`src/rtl/gx_pkg.sv`:
```
package gx_pkg;
    typedef enum logic [2:0] {
        ST_IDLE,
        ST_HOST_OUT,
        ST_GUEST_IN,
        ST_RUN,
        ST_GUEST_OUT,
        ST_HOST_IN,
        ST_WIPE
    } gx_state_e;
endpackage

```
`src/rtl/gx_step_ctr.sv`:
```
module gx_step_ctr #(
    parameter int CW = 4
) (
    input  logic          clk,
    input  logic          rst_n,
    input  logic          clr,
    input  logic          inc,
    output logic [CW-1:0] cnt
);
    always_ff @(posedge clk or negedge rst_n) begin
        if (!rst_n)   cnt <= '0;
        else if (clr) cnt <= '0;
        else if (inc) cnt <= cnt + CW'(1);
    end
endmodule

```
`src/rtl/gx_icpt_filter.sv`:
```
module gx_icpt_filter #(
    parameter int NCLS  = 16,
    parameter int CODEW = 4
) (
    input  logic [NCLS-1:0]  icpt_mask,
    input  logic             evt_valid,
    input  logic [CODEW-1:0] evt_class,
    output logic             hit
);
    always_comb begin
        hit = evt_valid && (evt_class != '0) && icpt_mask[evt_class];
    end
endmodule

```
`src/rtl/gx_xfer_path.sv`:
```
module gx_xfer_path
    import gx_pkg::*;
#(
    parameter int DW   = 32,
    parameter int AW   = 8,
    parameter int NCTX = 8,
    parameter int CW   = 4,
    parameter int IW   = 3
) (
    input  gx_state_e         state,
    input  logic [CW-1:0]     cnt,
    input  logic [AW-1:0]     base,
    input  logic [DW-1:0]     ctx_rdata,
    input  logic [DW-1:0]     mem_rdata,
    output logic [IW-1:0]     ctx_idx,
    output logic              ctx_we,
    output logic [DW-1:0]     ctx_wdata,
    output logic [AW-1:0]     mem_addr,
    output logic              mem_we,
    output logic              mem_re,
    output logic [DW-1:0]     mem_wdata
);
    localparam logic [AW-1:0] HOST_OFS = AW'(NCTX);

    logic [AW-1:0] guest_at;
    logic [AW-1:0] host_at;
    logic [IW-1:0] lag_idx;
    logic          rd_phase;

    always_comb begin
        guest_at = base + AW'(cnt);
        host_at  = base + HOST_OFS + AW'(cnt);
        lag_idx  = IW'(cnt - CW'(1));
        rd_phase = (cnt < CW'(NCTX));
    end

    always_comb begin
        ctx_idx   = '0;
        ctx_we    = 1'b0;
        ctx_wdata = mem_rdata;
        mem_addr  = '0;
        mem_we    = 1'b0;
        mem_re    = 1'b0;
        mem_wdata = ctx_rdata;
        unique case (state)
            ST_HOST_OUT: begin
                ctx_idx  = IW'(cnt);
                mem_addr = host_at;
                mem_we   = 1'b1;
            end
            ST_GUEST_IN: begin
                mem_addr = guest_at;
                mem_re   = rd_phase;
                ctx_idx  = lag_idx;
                ctx_we   = (cnt != '0);
            end
            ST_GUEST_OUT: begin
                ctx_idx  = IW'(cnt);
                mem_addr = guest_at;
                mem_we   = 1'b1;
            end
            ST_HOST_IN: begin
                mem_addr = host_at;
                mem_re   = rd_phase;
                ctx_idx  = lag_idx;
                ctx_we   = (cnt != '0);
            end
            ST_WIPE: begin
                mem_addr  = host_at;
                mem_we    = 1'b1;
                mem_wdata = '0;
            end
            default: begin
                mem_we = 1'b0;
            end
        endcase
    end
endmodule

```
`src/rtl/gx_guest_seq.sv`:
```
module gx_guest_seq
    import gx_pkg::*;
#(
    parameter int DW    = 32,
    parameter int AW    = 8,
    parameter int NCTX  = 8,
    parameter int NCLS  = 16,
    parameter int CODEW = $clog2(NCLS),
    parameter int IW    = $clog2(NCTX)
) (
    input  logic             clk,
    input  logic             rst_n,
    input  logic             enter_req,
    input  logic [AW-1:0]    enter_ptr,
    input  logic [NCLS-1:0]  icpt_mask,
    input  logic             evt_valid,
    input  logic [CODEW-1:0] evt_class,
    output logic [IW-1:0]    ctx_idx,
    output logic             ctx_we,
    output logic [DW-1:0]    ctx_wdata,
    input  logic [DW-1:0]    ctx_rdata,
    output logic [AW-1:0]    mem_addr,
    output logic             mem_we,
    output logic             mem_re,
    output logic [DW-1:0]    mem_wdata,
    input  logic [DW-1:0]    mem_rdata,
    output logic             busy,
    output logic             guest_active,
    output logic             exit_done,
    output logic [CODEW-1:0] exit_code
);
    localparam int CW = $clog2(NCTX + 1);
    localparam logic [CW-1:0] LAST_ST = CW'(NCTX - 1);
    localparam logic [CW-1:0] LAST_LD = CW'(NCTX);

    gx_state_e        state_q, state_d;
    logic [CW-1:0]    cnt;
    logic             cnt_clr, cnt_inc;
    logic             hit;
    logic [AW-1:0]    base_q;
    logic             pend_q;
    logic [CODEW-1:0] cause_q;
    logic             exit_done_q;
    logic [CODEW-1:0] exit_code_q;
    logic             st_last, ld_last;
    logic             in_entry;

    gx_step_ctr #(.CW(CW)) u_ctr (
        .clk   (clk),
        .rst_n (rst_n),
        .clr   (cnt_clr),
        .inc   (cnt_inc),
        .cnt   (cnt)
    );

    gx_icpt_filter #(.NCLS(NCLS), .CODEW(CODEW)) u_filt (
        .icpt_mask (icpt_mask),
        .evt_valid (evt_valid),
        .evt_class (evt_class),
        .hit       (hit)
    );

    gx_xfer_path #(.DW(DW), .AW(AW), .NCTX(NCTX), .CW(CW), .IW(IW)) u_path (
        .state     (state_q),
        .cnt       (cnt),
        .base      (base_q),
        .ctx_rdata (ctx_rdata),
        .mem_rdata (mem_rdata),
        .ctx_idx   (ctx_idx),
        .ctx_we    (ctx_we),
        .ctx_wdata (ctx_wdata),
        .mem_addr  (mem_addr),
        .mem_we    (mem_we),
        .mem_re    (mem_re),
        .mem_wdata (mem_wdata)
    );

    always_comb begin
        st_last  = (cnt == LAST_ST);
        ld_last  = (cnt == LAST_LD);
        in_entry = (state_q == ST_HOST_OUT) || (state_q == ST_GUEST_IN);
    end

    // next state
    always_comb begin
        state_d = state_q;
        unique case (state_q)
            ST_IDLE:      if (enter_req) state_d = ST_HOST_OUT;
            ST_HOST_OUT:  if (st_last)   state_d = ST_GUEST_IN;
            ST_GUEST_IN:  if (ld_last)   state_d = (pend_q || hit) ? ST_GUEST_OUT : ST_RUN;
            ST_RUN:       if (hit)       state_d = ST_GUEST_OUT;
            ST_GUEST_OUT: if (st_last)   state_d = ST_HOST_IN;
            ST_HOST_IN:   if (ld_last)   state_d = ST_WIPE;
            ST_WIPE:      if (st_last)   state_d = ST_IDLE;
            default:                     state_d = ST_IDLE;
        endcase
        cnt_clr = (state_d != state_q);
    end

    // state register and captured operands
    always_ff @(posedge clk or negedge rst_n) begin
        if (!rst_n) begin
            state_q     <= ST_IDLE;
            base_q      <= '0;
            pend_q      <= 1'b0;
            cause_q     <= '0;
            exit_done_q <= 1'b0;
            exit_code_q <= '0;
        end else begin
            state_q     <= state_d;
            exit_done_q <= (state_q == ST_WIPE) && st_last;
            if (state_q == ST_IDLE && enter_req) begin
                base_q      <= enter_ptr;
                exit_code_q <= '0;
                pend_q      <= 1'b0;
            end
            if (in_entry && hit && !pend_q) begin
                pend_q  <= 1'b1;
                cause_q <= evt_class;
            end
            if (state_q == ST_RUN && hit) begin
                cause_q <= evt_class;
            end
            if (state_d == ST_GUEST_OUT && state_q != ST_GUEST_OUT) begin
                pend_q <= 1'b0;
            end
            if (state_q == ST_WIPE && st_last) begin
                exit_code_q <= cause_q;
            end
        end
    end

    // outputs
    always_comb begin
        busy         = 1'b0;
        guest_active = 1'b0;
        cnt_inc      = 1'b0;
        unique case (state_q)
            ST_IDLE:  busy = 1'b0;
            ST_RUN:   guest_active = 1'b1;
            default: begin
                busy    = 1'b1;
                cnt_inc = 1'b1;
            end
        endcase
        exit_done = exit_done_q;
        exit_code = exit_code_q;
    end
endmodule

```
`config.mk`:
```
export PLATFORM = sky130hd
export DESIGN_NAME = gx_guest_seq
export DESIGN_NICKNAME = d
export VERILOG_FILES = /design/src/rtl/gx_pkg.sv /design/src/rtl/gx_step_ctr.sv /design/src/rtl/gx_icpt_filter.sv /design/src/rtl/gx_xfer_path.sv /design/src/rtl/gx_guest_seq.sv
export SDC_FILE = /design/constraint.sdc
export NUM_CORES = 1
export LEC_CHECK = 0
export BUFFER_PORTS_ARGS = -buffer_cell sky130_fd_sc_hd__buf_2
export CELL_PAD_IN_SITES_DETAIL_PLACEMENT = 1
export CELL_PAD_IN_SITES_GLOBAL_PLACEMENT = 1
export CORE_MARGIN = 3
export CORE_UTILIZATION = 30
export CTS_CLUSTER_SIZE = 8
export DETAILED_ROUTE_END_ITERATION = 6
export HOLD_SLACK_MARGIN = 0.05
export PLACE_DENSITY_LB_ADDON = 0.08
export SLEW_MARGIN = 20
export SYNTH_ARGS = -nofsm -noshare
export SYNTH_HDL_FRONTEND = slang
export SYNTH_SLANG_ARGS = --single-unit
```
`constraint.sdc`:
```
create_clock -name clk -period 5.47 [get_ports clk]
set_input_delay 0.8205 -clock clk [delete_from_list [all_inputs] [get_ports clk]]
set_output_delay 0.8205 -clock clk [all_outputs]
set_load 0.01 [all_outputs]
```
# == Word level (Yosys, flattened, before mapping) ==
# Cells that the tools add are included.
# totals
ff_bits,25
inputBits,96
wordCells,77
# classes
add_sub_neg,5
magnitude_cmp,2
eq_ne,12
mux,28
reduce_logical,23
# ops
op,count
$mux 32,1
$mux 3,8
$mux 4,6
$pmux 3 s7,1
$add 8x4->8,2
$pmux 8 s2,1
$eq 3x3->1 const B,4
$mux 1,9
$add 8x4->8 const B,1
$logic_and 1x1->1,8
$reduce_bool 4->1,2
$reduce_or 2->1,4
$eq 3x2->1 const B,2
$pmux 3 s2,1
$reduce_or 3->1,2
$lt 4x5->1 const B,1
$add 4x1->4 const B,1
$bmux 1 s4,1
$eq 4x3->1 const B,1
$eq 4x4->1 const B,1
$lt 4x4->1 const B,1
$reduce_bool 2->1,2
$eq 3x1->1 const B,1
$logic_not 3->1,1
7 further kinds,8

# == Logic depth before layout (Yosys ltp) ==
# Gate-level depths: netlist (run 1).
# depth
depth_word,10
depth_mapped,10
mapped_depth_nobuf,9

# == Hierarchy ==
# A second synthesis (run 1) with hierarchy kept.
# hier_totals
hier_cells,285
hier_area_um2,2521.2
# by_module_without_submodules
mod,instances,cells_per_inst,area_each_um2
gx_xfer_path,1,164,1171.1
gx_guest_seq,1,94,1017.2
gx_step_ctr,1,16,192.7
gx_icpt_filter,1,11,140.1

# == Worst setup path after synthesis (run 1) ==
# Ideal clock, no wire load.
# synth_path
path_kind,register -> output
start,reg u_ctr.cnt[2]
end,out mem_addr[7]
t_arrival_ns,2.309
t_required_ns,4.649
path_slack_ns,2.340
path_stages_with_launch,9
cell_sequence,dfrtp_1 > ha_1 > inv_1 > fa_1 > nor2b_1 > o21a_1 > o21a_1 > a31oi_1 > o311ai_0
# synth_via
elab_chain_cells,2
# synth_rtl
item,line_no,source
"start, declared",gx_step_ctr.sv:8,output logic [CW-1:0] cnt
"start signal, assigned",gx_step_ctr.sv:13,else if (inc) cnt <= cnt + CW'(1);
"$add 8x4->8, on equally long branches","gx_xfer_path.sv:32, gx_xfer_path.sv:31",
$pmux 8 s2 (*),gx_xfer_path.sv:45,unique case (state)
"end, declared",gx_guest_seq.sv:22,"output logic [AW-1:0] mem_addr,"
# Mark *: on every way between the ends. The rest lies on a longest branch, timed or not.

# == Worst setup path after layout (run 1) ==
# layout_path
start,reg u_ctr.cnt[0]
end,out mem_addr[7]
# Same word-level chain as after synthesis.

==> flow_summary.toml, run 1 <==
[routing]
drt_iter0_drc = 82
wl_per_cell_um = 14.4
drt-total-wl_mm = 7.09
num_vias = 2375
route.detailed.drc = 0
postRouteAntennaNets = 0
drt-pass1-iter-count = 4
via_per_inst = 4.83

[clocking]
cts.sinks = 25
ctsResizeCount = 0
cts_tree = "done"
numCtsBuffers = 3
cts_max_level = 1
path_clk_slew_ns = 0.09
post_cts_buffers = 0
clkLatencyLatePin_ns = 0.27
clock_path_buffers = 2
hold_buffers = 0
cts_root_buffer = "clkbuf_8"

[power]
power_leakage_uw = 0.00145
p_per_area_nw_per_um2 = 461
ir_worst_vdd_uv = 131

[global_route]
grt_pass1_vias = 2485
grt_overflow_total = 0
antenna_found_initial = 0
grtUsageTotal_pct = 15.2
grt_pass1_wl_mm = 12.0
grt_max_degree = 34

[yosys]
ys_ff_latch = 25
syn_avg_cell_area_um2 = 7.91
synth_nets = 424
synth_fa_ha_area_share_pct = 9.20
ys_seq_area_share_pct = 25.3
synthTopCellsByArea = "dfrtp_1, buf_4, and2_1, nand2_1, ha_1"
synth_warnings = 0
syn-cell-area_um2 = 2470
synth_cell_type_count = 48
synth_mux_area_share_pct = 4.50
synth-simple-area-share_pct = 24.8
ys.flop_type = "dfrtp_1"
synth_edf_count = 0
synth_compound_area_share_pct = 18.8
synth_top_area_share_pct = 25.3
synthArstFlopShare_pct = 100
synth_xor_area_share_pct = 3.54
synthCells = 313
yosys.area.top_type = "dfrtp_1"
synth_top_family_by_area = "simple AND/OR/NAND/NOR gates"

[floorplanning]
die_h_um = 96.8
fp.dieW_um = 96.8
io_pins = 181
core-area_um2 = 7850
initial_utilization_pct = 31.5
die_area_um2 = 9380
num_rows = 32

[cells_and_area]
stdcell_count = 492
nFillCells = 1002
ff_latch_area_um2 = 626
final_cell_mix = "buf_2, nand2_1, and2_1"
diodes = 0
layout_commonest_cell = "buf_2"
multiInputGateArea_um2 = 1510
finalNetCount = 502
fin_area_um2 = 2950
areaGrowthSynthToFinish_pct = 19.1
drive_gt1_share_pct = 32.8

[sta]
final_max_slew_viol_count = 0
hold_viol_final = 0
tightest_slew_ns = 0.727
holdWs_ns = 0.480
setup_violations = 0
period_needed_ns = 3.62
slew_headroom_pct = 51.5
fmax_mhz = 277
post-route-period-util_pct = 66.1
tns_ns = 0
fin_skew_ns = 0.00197
rsz0062_at_grt = "no"

[place]
place_congestion = 0.838
dp.cells = 488
placed_area_um2 = 2900
port-buffer-count = 115
dp_hpwl_mm = 5.76

[setup_path]
cp-end-kind = "output port"
cp_max_fo = 7
path_class = "flip-flop to output port"
critPathLaunchType = "flip-flop"
required_ns = 4.65
critPathArrivalTime_ns = 2.80

[job]
drv_cap = 0

[hold_path]
hold_class = "flip-flop to flip-flop"

[run_status]
outcome = "complete, no violations"
==> cells by family (layout without fill, tap and decap cells) <==
family	Yosys count	in the layout
fa+ha+maj	16	16
xor+xnor	10	10
mux	8	8
simple gates	121	121
flops	25	25
compound gates	74	74
buf+inv	59	136
==> registers in the layout, indices dropped and copies added, names as in the netlist <==
register	cells
exit_code	4
u_ctr.cnt	4
state_q	3
base_q	8
exit_done	1
pend_q	1
cause_q	4
==> metal layers <==
metal,vias up,part of all wire (%),global-route usage [%]
li1,1180,-,-
met1,1104,43,19.6
met2,84,49,25.6
met3,7,6.7,3.10
met4,0,1.1,4.10
met5,-,0,0
==> critical path: stages (launching register included) <==
cell and delay [ns]:
dfrtp_1 0.54, ha_1 0.30, ha_1 0.22, inv_1 0.06
fa_1 0.40, nor2b_1 0.13, o21a_1 0.14, o21a_1 0.11
a31oi_1 0.05, o311ai_0 0.37, buf_2 0.20
==> where the power goes <==
part	switching [uW]	internal [uW]	leakage, uW	total [uW]
clock	62.1	51.1	0.0000255	113
sequential	113	255	0.000316	368
combinational	487	391	0.00110	878
==> final cells by class <==
cell class / count / share of cell area (%)
repair buffers: 116 / 19.8
clock buffers: 3 / 1.40
clock inverters: 1 / 0.170
inverters: 16 / 2.04
well taps: 102 / 4.33
multi-input cells: 229 / 51.1
flip-flops and latches: 25 / 21.2
==> path summary, 6_finish.rpt <==
path / startpoint / end / depth (start not counted) / slack [ns]
setup / recovery: u_ctr.cnt[0] / mem_addr[7] / 10 / 1.85
hold / removal: cause_q[0] / exit_code[0] / 2 / 0.48
setup reg to reg: u_ctr.cnt[0] / u_ctr.cnt[1] / 6 / 3.40
hold reg to reg: cause_q[0] / exit_code[0] / 2 / 0.48
max in group asynchronous: rst_n / u_ctr.cnt[3] / 1 / 4.52
min in group asynchronous: rst_n / exit_code[0] / 1 / 0.55
==> metrics by stage <==
step | total power (uW) | utilization [%] | worst slack (ns)
detailed placement | 1270 | 37.0 | 2.18
finish | 1360 | 37.6 | 1.85
floorplan | 987 | - | 2.34
global placement | 1250 | 37.0 | 2.19
global route | 1530 | 37.6 | 1.65
CTS | 1390 | 37.6 | 1.85
==> synth_stat cells (2+ instances only) <==
cell type and count:
fa_1 4, nor2b_1 4, buf_2 2, a21oi_1 15
nand2_1 46, a21o_1 2, a31oi_1 4, clkbuf_1 9
o32ai_1 2, a22oi_1 2, xor2_1 4, nand3_1 3
mux2_1 3, nor3_1 3, mux4_2 2, dfrtp_1 25
and3b_1 2, nand2b_1 8, o21a_1 2, buf_4 32
ha_1 11, xnor2_1 6, a211oi_1 4, nor2_1 12
and2_1 37, inv_1 16, o22ai_1 4, o21ai_0 26
nand3b_1 3, mux2_2 2
Power figures use the tool's default switching activity.
==> run 2: changes to the inputs <==
CORE_UTILIZATION = 28   (was 30)
clock period = 3.6 ns   (was 5.47 ns; I/O delays follow)
==> flow_summary.toml, run 2 (synthesis results as in run 1) <==
[run_status]
outcome = "complete, no violations"

[setup_path]
critPathLaunchType = "flip-flop"
critPathMaxStageDelay_ns = 0.52
critical_path.top_delay_family = "adder cells"
cp-end-kind = "output port"
critPathSlowestCell = "dfrtp_1"
path_buf_inv = 2
worstSetupStartpoint = "u_ctr.cnt[2]"
path_class = "flip-flop to output port"
path_cells = "ha_1 -> inv_1 -> fa_1 -> nor2b_1 -> o21a_1 -> o21a_1 -> a31oi_1 -> o311ai_0 -> buf_2"
required_ns = 3.06
worstReg2RegStart = "u_ctr.cnt[0]"
critPathArrivalTime_ns = 2.75
cp_common_cell = "o21a_1"
cp_max_fo = 10

[sta]
tightest_slew_ns = 0.598
hold_viol_final = 0
setup_violations = 0
final_max_slew_viol_count = 0
period_needed_ns = 3.29
tns_ns = 0
fin_skew_ns = 0.00389
setup_slack_ns = 0.309
fmax_mhz = 304
rsz0062_at_grt = "no"
post-route-period-util_pct = 91.4
slew_headroom_pct = 60.2

[routing]
drt-total-wl_mm = 7.48
drt_iter0_drc = 109
route.detailed.drc = 0
via_per_inst = 4.77
wl_per_cell_um = 15.1
postRouteAntennaNets = 0
num_vias = 2370
drt-pass1-iter-count = 4

[power]
netSwitchingFraction_pct = 49.1
p_clk_share_pct = 8.9
p_total_uw = 2100
power_leakage_uw = 0.00146
pwr-share-seq_pct = 25.6
p_per_area_nw_per_um2 = 707
intPower_uw = 1070
ir_worst_vdd_uv = 241
power_frac_comb_pct = 65.5
p_sw_uw = 1030

[clocking]
numCtsBuffers = 3
clock_path_buffers = 2
cts_tree = "done"
path_clk_slew_ns = 0.10
post_cts_buffers = 0
hold_buffers = 0
clkLatencyLatePin_ns = 0.28
cts_max_level = 1
cts_root_buffer = "clkbuf_8"
cts.sinks = 25
ctsResizeCount = 0

[place]
place_congestion = 0.770
port-buffer-count = 115
dp_hpwl_mm = 6.24
placed_area_um2 = 2920
dp_slack_ns = 0.612

[floorplanning]
fp.dieW_um = 100
die_h_um = 100
io_pins = 181
num_rows = 33
core-area_um2 = 8380
initial_utilization_pct = 29.5
die_area_um2 = 10000

[cells_and_area]
diodes = 0
drive_gt1_share_pct = 33.2
layout_commonest_cell = "buf_2"
areaGrowthSynthToFinish_pct = 20.0
largest-register = "base_q"
final_cell_mix = "buf_2, nand2_1, and2_1"
largest_reg_flops = 8
finalNetCount = 504
fin_area_um2 = 2970

[global_route]
grt_pass1_vias = 2534
grt_pass1_wl_mm = 12.4
grt_max_degree = 34
antenna_found_initial = 0
grt_overflow_total = 0
grtUsageTotal_pct = 15.0

[hold_path]
hold_class = "input pin to async pin"

[job]
drv_cap = 0
run 2: cell types whose count changed in the layout (fill, tap and decap cells not counted), sizes merged:
cell | previous run | this run
clkinv | 1 | 0
inv | 16 | 17
buf | 116 | 118
run 2: power groups by stage:
stage | Clock [uW] | Combinational [uW] | Sequential, uW
after floorplan | 0 | 1020 | 483
after global placement | 0 | 1380 | 543
after detailed placement | 0 | 1400 | 548
after CTS | 194 | 1410 | 541
after global routing | 205 | 1580 | 565
final | 187 | 1380 | 537
run 2: worst reg2reg max path: cells and delay by family (launching register included):
kind                       cells  cell delay (ns)
buffers and inverters          1             0.11
DFF                            1             0.52
adders and majority gates      1             0.25
AOI/OAI and AO/OA              2             0.58
and+or+nand+nor                2             0.49
run 2: cell type report:
type / instances / area [um2]
Clock buffer: 3 / 41.3
Timing Repair Buffer: 118 / 598
Multi-Input combinational cell: 229 / 1510
Sequential cell: 25 / 626
Tap cell: 105 / 131
Clock inverter: 1 / 8.76
Fill cell: 1076 / 5410
Inverter: 16 / 60.1
run 2: through the flow:
step | util [%] | std cells | hold slack (ns)
2_1_floorplan | - | 313 | 0.244
3_3_place_gp | 34.8 | 493 | 0.460
3_5_place_dp | 34.8 | 493 | 0.467
4_1_cts | 35.4 | 497 | 0.282
5_1_grt | 35.4 | 497 | 0.289
6_report | 35.4 | 497 | 0.253
run 2: layer usage:
| metal | vias up | share of wire (%) | track usage, % |
|---|---|---|---|
| met5 | - | 0 | 0 |
| met4 | 0 | 0.48 | 3.01 |
| met3 | 8 | 4.8 | 2.57 |
| met2 | 49 | 53 | 27.2 |
| met1 | 1125 | 42 | 18.6 |
| li1 | 1188 | - | - |
run 2: path summary, 6_finish.rpt:
check,end,slack (ns),depth (start not counted)
worst max-delay path,mem_addr[7],0.31,9
worst min register to register,exit_code[2],0.49,2
max in group asynchronous,state_q[0],2.95,1
min in group clk,base_q[7],0.44,3
worst min-delay path,u_ctr.cnt[0],0.25,1
worst max register to register,u_ctr.cnt[1],1.56,6
